$ cat src/rtl/mpc_cfg_pkg.sv
package mpc_cfg_pkg;
   localparam logic [7:0] OFS_CTRL   = 8'h00;
   localparam logic [7:0] OFS_DEPTH  = 8'h10;
   localparam logic [7:0] OFS_GEOM   = 8'h14;
   localparam logic [7:0] OFS_INDEX  = 8'h18;
   localparam logic [7:0] OFS_TABLE  = 8'h1C;
   localparam logic [7:0] OFS_STAT   = 8'h20;
   localparam logic [7:0] OFS_CLEAR  = 8'h24;
   localparam logic [7:0] OFS_ENABLE = 8'h28;
   localparam logic [7:0] OFS_FAULT0 = 8'h2C;
   localparam logic [7:0] OFS_FAULT1 = 8'h30;
   localparam logic [7:0] OFS_SET    = 8'h34;

   localparam logic [31:0] CTRL_KEEP  = 32'h8000_0110;
   localparam logic [31:0] CTRL_RESET = 32'h0000_0100;
   localparam int unsigned BIT_RESP   = 4;
   localparam int unsigned BIT_ADV    = 8;
   localparam int unsigned BIT_LOCK   = 31;

   typedef enum logic [1:0] {
      SZ_BYTE = 2'd0,
      SZ_HALF = 2'd1,
      SZ_WORD = 2'd2,
      SZ_WRD3 = 2'd3
   } acc_size_e;
endpackage

$ cat src/rtl/mpc_cfg_lane_merge.sv
module mpc_cfg_lane_merge
   import mpc_cfg_pkg::*;
(
   input  logic [1:0]  size,
   input  logic [1:0]  lane,
   input  logic [31:0] base,
   input  logic [31:0] wdata,
   output logic [31:0] merged
);
   logic [31:0] mask;

   always_comb begin
      unique case (acc_size_e'(size))
         SZ_BYTE: mask = 32'h0000_00FF << {lane, 3'b000};
         SZ_HALF: mask = 32'h0000_FFFF << {lane[1], 4'b0000};
         default: mask = 32'hFFFF_FFFF;
      endcase
      merged = (base & ~mask) | (wdata & mask);
   end
endmodule

$ cat src/rtl/mpc_cfg_lut.sv
module mpc_cfg_lut #(
   parameter int unsigned TABLE_DEPTH = 12
) (
   input  logic        clk,
   input  logic        rst_n,
   input  logic        idx_wr_en,
   input  logic [31:0] idx_wr_val,
   input  logic        word_wr_en,
   input  logic [31:0] word_wr_val,
   input  logic        step,
   output logic [31:0] cur_idx,
   output logic [31:0] cur_word
);
   localparam int unsigned IDX_W = (TABLE_DEPTH > 1) ? $clog2(TABLE_DEPTH) : 1;
   localparam logic [IDX_W-1:0] LAST = IDX_W'(TABLE_DEPTH - 1);
   localparam bit IS_POW2 = (TABLE_DEPTH & (TABLE_DEPTH - 1)) == 0;

   logic [IDX_W-1:0] idx_q, idx_d, idx_mod;
   logic [31:0]      table_q [TABLE_DEPTH];

   generate
      if (IS_POW2) begin : g_mask_mod
         assign idx_mod = idx_wr_val[IDX_W-1:0];
      end else begin : g_div_mod
         assign idx_mod = IDX_W'(idx_wr_val % 32'(TABLE_DEPTH));
      end
   endgenerate

   always_comb begin
      idx_d = idx_q;
      if (idx_wr_en)  idx_d = idx_mod;
      else if (step)  idx_d = (idx_q == LAST) ? '0 : idx_q + 1'b1;
   end

   always_ff @(posedge clk or negedge rst_n) begin
      if (!rst_n) begin
         idx_q <= '0;
         for (int i = 0; i < int'(TABLE_DEPTH); i++) table_q[i] <= '0;
      end else begin
         idx_q <= idx_d;
         if (word_wr_en) table_q[idx_q] <= word_wr_val;
      end
   end

   assign cur_idx  = 32'(idx_q);
   assign cur_word = table_q[idx_q];


   idx_range_chk: assert property (@(posedge clk) disable iff (!rst_n)
      cur_idx < 32'(TABLE_DEPTH));


   step_wrap_chk: assert property (@(posedge clk) disable iff (!rst_n)
      (step && !idx_wr_en && idx_q == LAST) |=> (cur_idx == 32'd0));
endmodule

$ cat src/rtl/mpc_cfg_irq.sv
module mpc_cfg_irq (
   input  logic clk,
   input  logic rst_n,
   input  logic set_pulse,
   input  logic clr_pulse,
   input  logic en_wr,
   input  logic en_val,
   output logic stat,
   output logic en,
   output logic irq
);
   always_ff @(posedge clk or negedge rst_n) begin
      if (!rst_n) begin
         stat <= 1'b0;
         en   <= 1'b1;
      end else begin
         if (set_pulse)      stat <= 1'b1;
         else if (clr_pulse) stat <= 1'b0;
         if (en_wr)          en   <= en_val;
      end
   end

   assign irq = stat & en;


   stat_set_chk: assert property (@(posedge clk) disable iff (!rst_n)
      set_pulse |=> stat);


   stat_clr_chk: assert property (@(posedge clk) disable iff (!rst_n)
      (clr_pulse && !set_pulse) |=> !stat);


   irq_cause_chk: assert property (@(posedge clk) disable iff (!rst_n)
      $rose(irq) |-> $past(set_pulse || en_wr));
endmodule

$ cat src/rtl/mpc_cfg_regs.sv
module mpc_cfg_regs
   import mpc_cfg_pkg::*;
#(
   parameter int unsigned TABLE_DEPTH = 12,
   parameter int unsigned BLOCK_BYTES = 128,
   parameter int unsigned ADDR_W      = 8
) (
   input  logic              clk,
   input  logic              rst_n,
   input  logic              req_valid,
   input  logic              req_write,
   input  logic [ADDR_W-1:0] req_addr,
   input  logic [1:0]        req_size,
   input  logic [31:0]       req_wdata,
   output logic              rsp_ready,
   output logic [31:0]       rsp_rdata,
   output logic              sec_resp_sel,
   output logic              irq
);
   localparam logic [31:0] DEPTH_VAL = 32'(TABLE_DEPTH);
   localparam logic [31:0] GEOM_VAL  = 32'($clog2(BLOCK_BYTES) - 5);

   generate
      if (TABLE_DEPTH < 2) begin : g_bad_depth
         $error("TABLE_DEPTH must be at least 2");
      end
      if (BLOCK_BYTES < 32 || (BLOCK_BYTES & (BLOCK_BYTES - 1)) != 0) begin : g_bad_block
         $error("BLOCK_BYTES must be a power of two of at least 32");
      end
      if (ADDR_W < 6) begin : g_bad_addr
         $error("ADDR_W must cover offset 0x34");
      end
   endgenerate

   logic [ADDR_W-1:0] woff;
   logic              wr, rd, is_word, locked, adv_on;
   logic              hit_ctrl, hit_idx, hit_tab, hit_clr, hit_en, hit_set;
   logic [31:0]       ctrl_q, base_val, merged, rd_val;
   logic [31:0]       cur_idx, cur_word;
   logic              tab_wr_en, step, stat, en_q;

   assign woff     = {req_addr[ADDR_W-1:2], 2'b00};
   assign wr       = req_valid && req_write;
   assign rd       = req_valid && !req_write;
   assign is_word  = req_size[1];
   assign locked   = ctrl_q[BIT_LOCK];
   assign adv_on   = ctrl_q[BIT_ADV];

   assign hit_ctrl = woff == ADDR_W'(OFS_CTRL);
   assign hit_idx  = woff == ADDR_W'(OFS_INDEX);
   assign hit_tab  = woff == ADDR_W'(OFS_TABLE);
   assign hit_clr  = woff == ADDR_W'(OFS_CLEAR);
   assign hit_en   = woff == ADDR_W'(OFS_ENABLE);
   assign hit_set  = woff == ADDR_W'(OFS_SET);

   always_comb begin
      if (hit_ctrl)     base_val = ctrl_q;
      else if (hit_idx) base_val = cur_idx;
      else if (hit_tab) base_val = cur_word;
      else              base_val = '0;
   end

   mpc_cfg_lane_merge u_merge (
      .size   (req_size),
      .lane   (req_addr[1:0]),
      .base   (base_val),
      .wdata  (req_wdata),
      .merged (merged)
   );

   assign tab_wr_en = wr && hit_tab && !locked;
   assign step      = req_valid && hit_tab && is_word && adv_on && (rd || !locked);

   mpc_cfg_lut #(.TABLE_DEPTH(TABLE_DEPTH)) u_lut (
      .clk         (clk),
      .rst_n       (rst_n),
      .idx_wr_en   (wr && hit_idx),
      .idx_wr_val  (merged),
      .word_wr_en  (tab_wr_en),
      .word_wr_val (merged),
      .step        (step),
      .cur_idx     (cur_idx),
      .cur_word    (cur_word)
   );

   mpc_cfg_irq u_irq (
      .clk       (clk),
      .rst_n     (rst_n),
      .set_pulse (wr && hit_set && merged[0]),
      .clr_pulse (wr && hit_clr && merged[0]),
      .en_wr     (wr && hit_en && !locked),
      .en_val    (merged[0]),
      .stat      (stat),
      .en        (en_q),
      .irq       (irq)
   );

   always_comb begin
      unique case (woff)
         ADDR_W'(OFS_CTRL):   rd_val = ctrl_q;
         ADDR_W'(OFS_DEPTH):  rd_val = DEPTH_VAL;
         ADDR_W'(OFS_GEOM):   rd_val = GEOM_VAL;
         ADDR_W'(OFS_INDEX):  rd_val = cur_idx;
         ADDR_W'(OFS_TABLE):  rd_val = cur_word;
         ADDR_W'(OFS_STAT):   rd_val = {31'd0, stat};
         ADDR_W'(OFS_ENABLE): rd_val = {31'd0, en_q};
         default:             rd_val = '0;
      endcase
   end

   always_ff @(posedge clk or negedge rst_n) begin
      if (!rst_n) begin
         ctrl_q    <= CTRL_RESET;
         rsp_ready <= 1'b0;
         rsp_rdata <= '0;
      end else begin
         if (wr && hit_ctrl && !locked) ctrl_q <= merged & CTRL_KEEP;
         rsp_ready <= req_valid;
         rsp_rdata <= rd ? rd_val : '0;
      end
   end

   assign sec_resp_sel = ctrl_q[BIT_RESP];


   rsp_follow_chk: assert property (@(posedge clk) disable iff (!rst_n)
      1'b1 |=> (rsp_ready == $past(req_valid)));


   lock_sticky_chk: assert property (@(posedge clk) disable iff (!rst_n)
      locked |=> locked);


   lock_frozen_chk: assert property (@(posedge clk) disable iff (!rst_n)
      locked |=> $stable(ctrl_q));


   lock_no_step_chk: assert property (@(posedge clk) disable iff (!rst_n)
      (locked && wr && hit_tab) |=> $stable(cur_idx) && $stable(cur_word));
endmodule

$ cat config.mk
export PLATFORM = sky130hd
export DESIGN_NAME = mpc_cfg_regs
export DESIGN_NICKNAME = d
export VERILOG_FILES = /design/src/rtl/mpc_cfg_pkg.sv /design/src/rtl/mpc_cfg_lane_merge.sv /design/src/rtl/mpc_cfg_lut.sv /design/src/rtl/mpc_cfg_irq.sv /design/src/rtl/mpc_cfg_regs.sv
export SDC_FILE = /design/constraint.sdc
export NUM_CORES = 1
export LEC_CHECK = 0
export BUFFER_PORTS_ARGS = -buffer_cell sky130_fd_sc_hd__buf_4
export CAP_MARGIN = 20
export CORE_ASPECT_RATIO = 1.2
export CORE_MARGIN = 2
export CORE_UTILIZATION = 50
export DETAILED_ROUTE_END_ITERATION = 6
export MAX_ROUTING_LAYER = met4
export PLACE_DENSITY = 0.67
export SETUP_SLACK_MARGIN = 0.15
export SLEW_MARGIN = 20
export SYNTH_ARGS = -nofsm -noshare
export SYNTH_HDL_FRONTEND = slang
export SYNTH_SLANG_ARGS = --single-unit
export TNS_END_PERCENT = 100
$ cat constraint.sdc
create_clock -name clk -period 19.05 [get_ports clk]
set_input_delay 4.7625 -clock clk [delete_from_list [all_inputs] [get_ports clk]]
set_output_delay 4.7625 -clock clk [all_outputs]
set_load 0.02 [all_outputs]
==> metrics, run 1 <==
nets@finish=2125; H-tree depth=2; pwr dens=92.0 nW/um^2; sequential element share of the synthesized area=0.515; Mapped Nets=2118; fmax=just over 80 MHz; die area=approximately 43000 sq um; Post-Synth Simple-Gate Area=0.143; Mapped Area=20700 sq um; Final ANT Viol Nets=0; compound-gate portion of the synthesized area=0.170; initial antenna violation count=1; Worst Skew=19.0 ps; share of cells above drive strength 1=0.169; initial core utilization=0.507; post-route non-filler standard cell count=2647; clock tree sinks=426; Synth area leaders=dfrtp_1 51%, o21ai_0 10%, mux4_2 9.9%, nand2_1 8.7%, clkbuf_1 2.4%; Setup Viol. Count Final=0; Worst-Skew Late Latency=570 ps; Arr. time, crit path=12640 ps; TritonCTS clock tree=done; Primary FF master, synth=dfrtp_1; asr flop ratio synth=1.00; Tmin final=between 10000 and 15000 ps; type of destination of the critical path=flop; dpl cell area=21700 sq um; I/O pins=81; # diodes=0; Initial DRC Count=1187; Worst-Margin Slew=1100 ps; final period utilization=0.641; Synth Area in XOR/XNOR=0.00375; Finished Cell Area=about 23000 sq um; status=completed; PortBufs=80; total CTS buffers=45; slowest CP cell=a222oi_1; drt pass-1 iters=7; first-pass GRT wire length=around 87000 um; CP Max Fanout=20; Leak=10.2 nW; area delta synth->final=12.5%; post_cts resized=0; Routed WL per cell=20.7 um; Post-synth EDFFs=0; Final HPWL DP=32800 um; CTS clk-pin slew, worst paths=about 60 ps; chip height=between 200 and 250 um; post-synthesis register bit count=426; Core Rows=81; Synth top area share=0.512; synthesized area per cell=10.0 sq um; Post-CTS Setup Inserts=0; maximum VDD drop=0.0000634 V; max-slew violations=0; critical path required time=19480 ps; Slew Limit Headroom=0.267; CP startpoint kind=primary input; setup TNS=0 ps; commonest non-fill, non-tap cells in the layout=470 x nand2_1, 423 x o21ai_0, 421 x dfrtp_1; distinct cell type count after synthesis=92; HP Class=reg2reg; largest area contributor in the netlist=dfrtp_1; residual DRC count=0; vias in the first global route=15666; hold violation total from the final report=0; CTS root buffer=clkbuf_16; placed cell count=around 2600; Vias per Instance=roughly 6; Total GRT Usage=0.268; Final Power=2.14 mW; pin count of the biggest net entering global routing=106; Filler Cell Count=3504; most common cell after layout, fill and taps aside=nand2_1; combinational family with the most area after synthesis=compound AO/OA/AOI/OAI gates; Synth Area in Adders=0.00302; Vias=15897; Syn. warnings=0; mux cell area share after synthesis=0.130; Total Wirelength=about 55000 um; Post-Synthesis Cells=2067; CTS hold repair buffers=0; Max Cap Viol=0; RSZ-0062 raised after global routing=no; CTS Buffer Depth=3; CP max stage delay=590 ps; Die Wd=190 um; Remaining Overflow, GRT=0; GP Congestion=0.904; total core area=slightly above 40000 sq um; Setup CP Type=in2reg
==> per-layer routing <==
layer / share of wire / global-route usage / vias up
met1: 0.44 / 0.362 / 7903
met4: 0.036 / 0.104 / 0
li1: - / - / 7315
met3: 0.059 / 0.0367 / 137
met5: 0 / - / -
met2: 0.47 / 0.418 / 542
==> state kept, by name, summed over array words and instances, names as in the netlist <==
register       count
u_irq.en           1
ctrl_q             3
u_lut.idx_q        4
u_lut.table_q    384
u_irq.stat         1
rsp_rdata         32
rsp_ready          1
==> synth_stat cells (9+ instances only) <==
master and count:
dfrtp_1 424, nand2b_1 14, mux2_2 9, a21oi_1 58, mux4_2 91, o21ai_1 12
nand3_1 19, nor2_1 87, nand2_1 482, nor2b_1 14, buf_2 11, o21ai_0 423
mux2i_1 46, inv_1 13, buf_1 12, nor3_1 27, nor4_1 11, and2_1 11
clkbuf_1 133
==> critical path, delay by kind of cell <==
family / cells / cell delay [ps]
compound gates: 18 / 4610
simple gates: 8 / 2180
buf+inv: 3 / 440
mux: 2 / 410
fa+ha+maj: 1 / 220
==> stage by stage <==
stage | worst slack, ps | util | hold slack [ps]
2_1_floorplan | 7710 | - | 442
3_3_place_gp | 6390 | 0.531 | 456
6_report | 6840 | 0.570 | 474
5_1_grt | 6240 | 0.570 | 493
4_1_cts | 6610 | 0.570 | 477
3_5_place_dp | 6080 | 0.531 | 465
==> cell type report <==
| type | count | area (sq um) | area share |
|---|---|---|---|
| Tap cell | 539 | 674 | 0.0290 |
| Timing Repair Buffer | 125 | 953 | 0.0409 |
| Inverter | 14 | 52.6 | 0.00226 |
| Sequential cell | 426 | 10700 | 0.458 |
| Multi-Input combinational cell | 1462 | 9380 | 0.403 |
| Clock buffer | 69 | 1370 | 0.0588 |
| Clock inverter | 12 | 195 | 0.00838 |
==> worst paths after layout <==
kind	startpoint	endpoint	slack [ps]	depth (start not counted)
max	req_addr[5]	u_lut.idx_q[3]$_DFFE_PN0P_	6840	32
min	u_lut.table_q[16]$_DFFE_PN0P_	u_lut.table_q[16]$_DFFE_PN0P_	470	2
max reg2reg	u_lut.idx_q[1]$_DFFE_PN0P_	u_lut.idx_q[3]$_DFFE_PN0P_	9710	31
min reg2reg	u_lut.table_q[16]$_DFFE_PN0P_	u_lut.table_q[16]$_DFFE_PN0P_	470	2
max in group asynchronous	rst_n	u_lut.idx_q[1]$_DFFE_PN0P_	12550	3
min in group asynchronous	rst_n	u_lut.table_q[377]$_DFFE_PN0P_	4260	1
==> logic make-up after synthesis <==
logic type / count (synthesis)
adder cells (fa/ha/maj): 5
AO/OA/AOI/OAI: 598
XOR/XNOR: 8
multiplexers: 150
buffers and inverters: 179
flip-flops: 426
AND/OR/NAND/NOR: 701
==> report_power, final <==
group / leakage (nW) / internal [mW] / switching [mW]
sequential: 5.92 / 0.915 / 0.0209
clock: 0.766 / 0.562 / 0.362
combinational: 3.51 / 0.105 / 0.177
total: 10.2 / 1.58 / 0.561
(Power assumes the default switching activity.)
==> run 2: changes to the inputs <==
Settings changed: PLACE_DENSITY 0.67 to 0.69.
Clock period 19.05 ns to 10.11 ns, I/O delays scaled along.
==> run 2 against run 1 <==
  * Wire length increased by 1.5%
  * Design area up 0.41%
  * Sequential power is 89% higher
  * Highest routed layer unchanged
  * Die area unchanged
  * Clock power up 85%
  * Via count about the same
  * Sequential cell count did not move
  * Power is 87% higher
  * Clock skew decreased by 6.7 ps
  * Global-route usage is 0.46 points higher
  * First-iteration DRC count up 0.59%
==> metrics, run 2 (synthesis gave the netlist of run 1 again) <==
# diodes=0; Worst path most repeated cell=a21oi_1; RR Startpoint=u_lut.idx_q[1]$_DFFE_PN0P_; register name with the most flops=u_lut.table_q; hold violation total from the final report=0; top flop regs=u_lut.table_q x384, rsp_rdata x32, u_lut.idx_q x4; Setup CP Type=in2reg; initial antenna violation count=0; Worst-Margin Slew=1020 ps; share of cells above drive strength 1=0.175; Slew Limit Headroom=0.322; reg2reg setup slack=1470 ps; Critical Path Sink=u_lut.idx_q[3]$_DFFE_PN0P_; type of destination of the critical path=flop; CTS Buffer Depth=3; drt pass-1 iters=5; Die Wd=190 um; first-pass GRT wire length=88300 um; Vias per Instance=about 6; final period utilization=0.934; CP startpoint=req_addr[5]; Total Wirelength=55600 um; H-tree depth=2; HP Class=reg2reg; placed cell count=2576; CP max stage delay=just under 500 ps; Max Cap Viol=0; commonest non-fill, non-tap cells in the layout=470 x nand2_1, 423 x o21ai_0, 421 x dfrtp_1; total CTS buffers=between 40 and 50; RR Endpoint=u_lut.idx_q[3]$_DFFE_PN0P_; RSZ-0062 raised after global routing=no; CTS hold repair buffers=0; Final HPWL DP=34200 um; die area=~43000 sq um; Largest register FFs=384; post-route non-filler standard cell count=2661; sum of buffers and inverters on the critical path=2; CP Max Fanout=23; Leak=approximately 10 nW; Worst path depth=31; CP startpoint kind=primary input; fmax=about 110 MHz; Worst path top cell family by delay=compound AO/OA/AOI/OAI gates; TritonCTS clock tree=done; min-delay src=u_lut.table_q[188]$_DFFE_PN0P_; CTS clk-pin slew, worst paths=60 ps; Filler Cell Count=between 3000 and 4000; critical path required time=10530 ps; Total GRT Usage=0.273; WHS Path Cells=2; Vias=15904; slowest CP cell=or4_1; vias in the first global route=15724; clock tree sinks=426; pwr dens=between 150 and 200 nW/um^2; total core area=a little over 40000 sq um; nets@finish=about 2100; Final ANT Viol Nets=0; area delta synth->final=12.9%; cells on worst reg2reg path=30; worst hold slack=472 ps; Routed WL per cell=20.9 um; GP Congestion=0.892; residual DRC count=0; Initial DRC Count=1194; PortBufs=80; I/O pins=81; CTS root buffer=clkbuf_16; most common cell after layout, fill and taps aside=nand2_1; Arr. time, crit path=9860 ps; Setup Viol. Count Final=0; Remaining Overflow, GRT=0; Worst-Skew Late Latency=approximately 560 ps; chip height=227 um; initial core utilization=0.507; Tmin final=9440 ps; pin count of the biggest net entering global routing=161; Core Rows=81; maximum VDD drop=0.000121 V; max-slew violations=0; Worst Skew=12.3 ps; status=completed
==> run 2: cell count changes in the layout (fill, tap and decap cells not counted), moves of 2 or more <==
cell	before	now
o21bai_2	2	0
o21bai_1	1	3
inv_6	1	3
buf_4	122	135
clkinv_2	4	8
clkbuf_1	11	8
buf_6	2	0
clkbuf_8	11	8
==> run 2: area by class of cell <==
type / instances / area [sq um] / share of cell area
clock inverters: 18 / 210 / 0.00899
flip-flops and latches: 426 / 10700 / 0.456
multi-input cells: 1463 / 9390 / 0.401
repair buffers: 138 / 1080 / 0.0460
inverters: 14 / 52.6 / 0.00225
well taps: 539 / 674 / 0.0288
clock buffers: 63 / 1320 / 0.0563
==> run 2: worst min-delay path by stage <==
stage | end | slack (ps)
after global routing | u_lut.table_q[5]$_DFFE_PN0P_ | 490
after detailed placement | u_lut.table_q[266]$_DFFE_PN0P_ | 460
after floorplan | u_lut.table_q[287]$_DFFE_PN0P_ | 440
final | u_lut.table_q[188]$_DFFE_PN0P_ | 470
after global placement | u_lut.table_q[83]$_DFFE_PN0P_ | 460
after CTS | u_lut.table_q[119]$_DFFE_PN0P_ | 480
==> run 2: through the flow <==
stage          setup WS [ps]   util  area (sq um)  power (mW)  setup TNS (ps)
2_1_floorplan           1000      -         20700        2.15               0
3_3_place_gp            90.3  0.534         21800        2.32               0
3_5_place_dp           -55.0  0.534         21800        2.33           -55.0
4_1_cts                  498  0.571         23300        4.03               0
5_1_grt                  150  0.573         23400        4.15               0
6_report                 667  0.573         23400        4.01               0
==> run 2: repair_timing <==
item | in CTS | in global routing
endpoints found under the setup margin | 0 | 2
setup buffers | 0 | 2
resized for setup | 0 | 2
==> run 2: power by group <==
group / internal (mW) / total, mW / switching [mW] / leakage [nW]
combinational: 0.205 / 0.537 / 0.331 / 3.57
clock: 1.01 / 1.71 / 0.693 / 0.752
sequential: 1.72 / 1.77 / 0.0471 / 5.92
total: 2.94 / 4.01 / 1.07 / 10.2
==> run 2: worst min-delay path, cell delays in order (launching register included) <==
cell and delay, ps:
dfrtp_1 340, nand2_1 40, o21ai_0 60
==> run 2: layer usage <==
| layer | share of wire | track usage | wire, um | vias to the layer above |
|---|---|---|---|---|
| met2 | 0.49 | 0.443 | 27100 | 422 |
| li1 | - | - | - | 7336 |
| met5 | 0 | - | 0 | - |
| met3 | 0.045 | 0.0307 | 2480 | 103 |
| met1 | 0.44 | 0.362 | 24200 | 8043 |
| met4 | 0.033 | 0.0935 | 1840 | 0 |
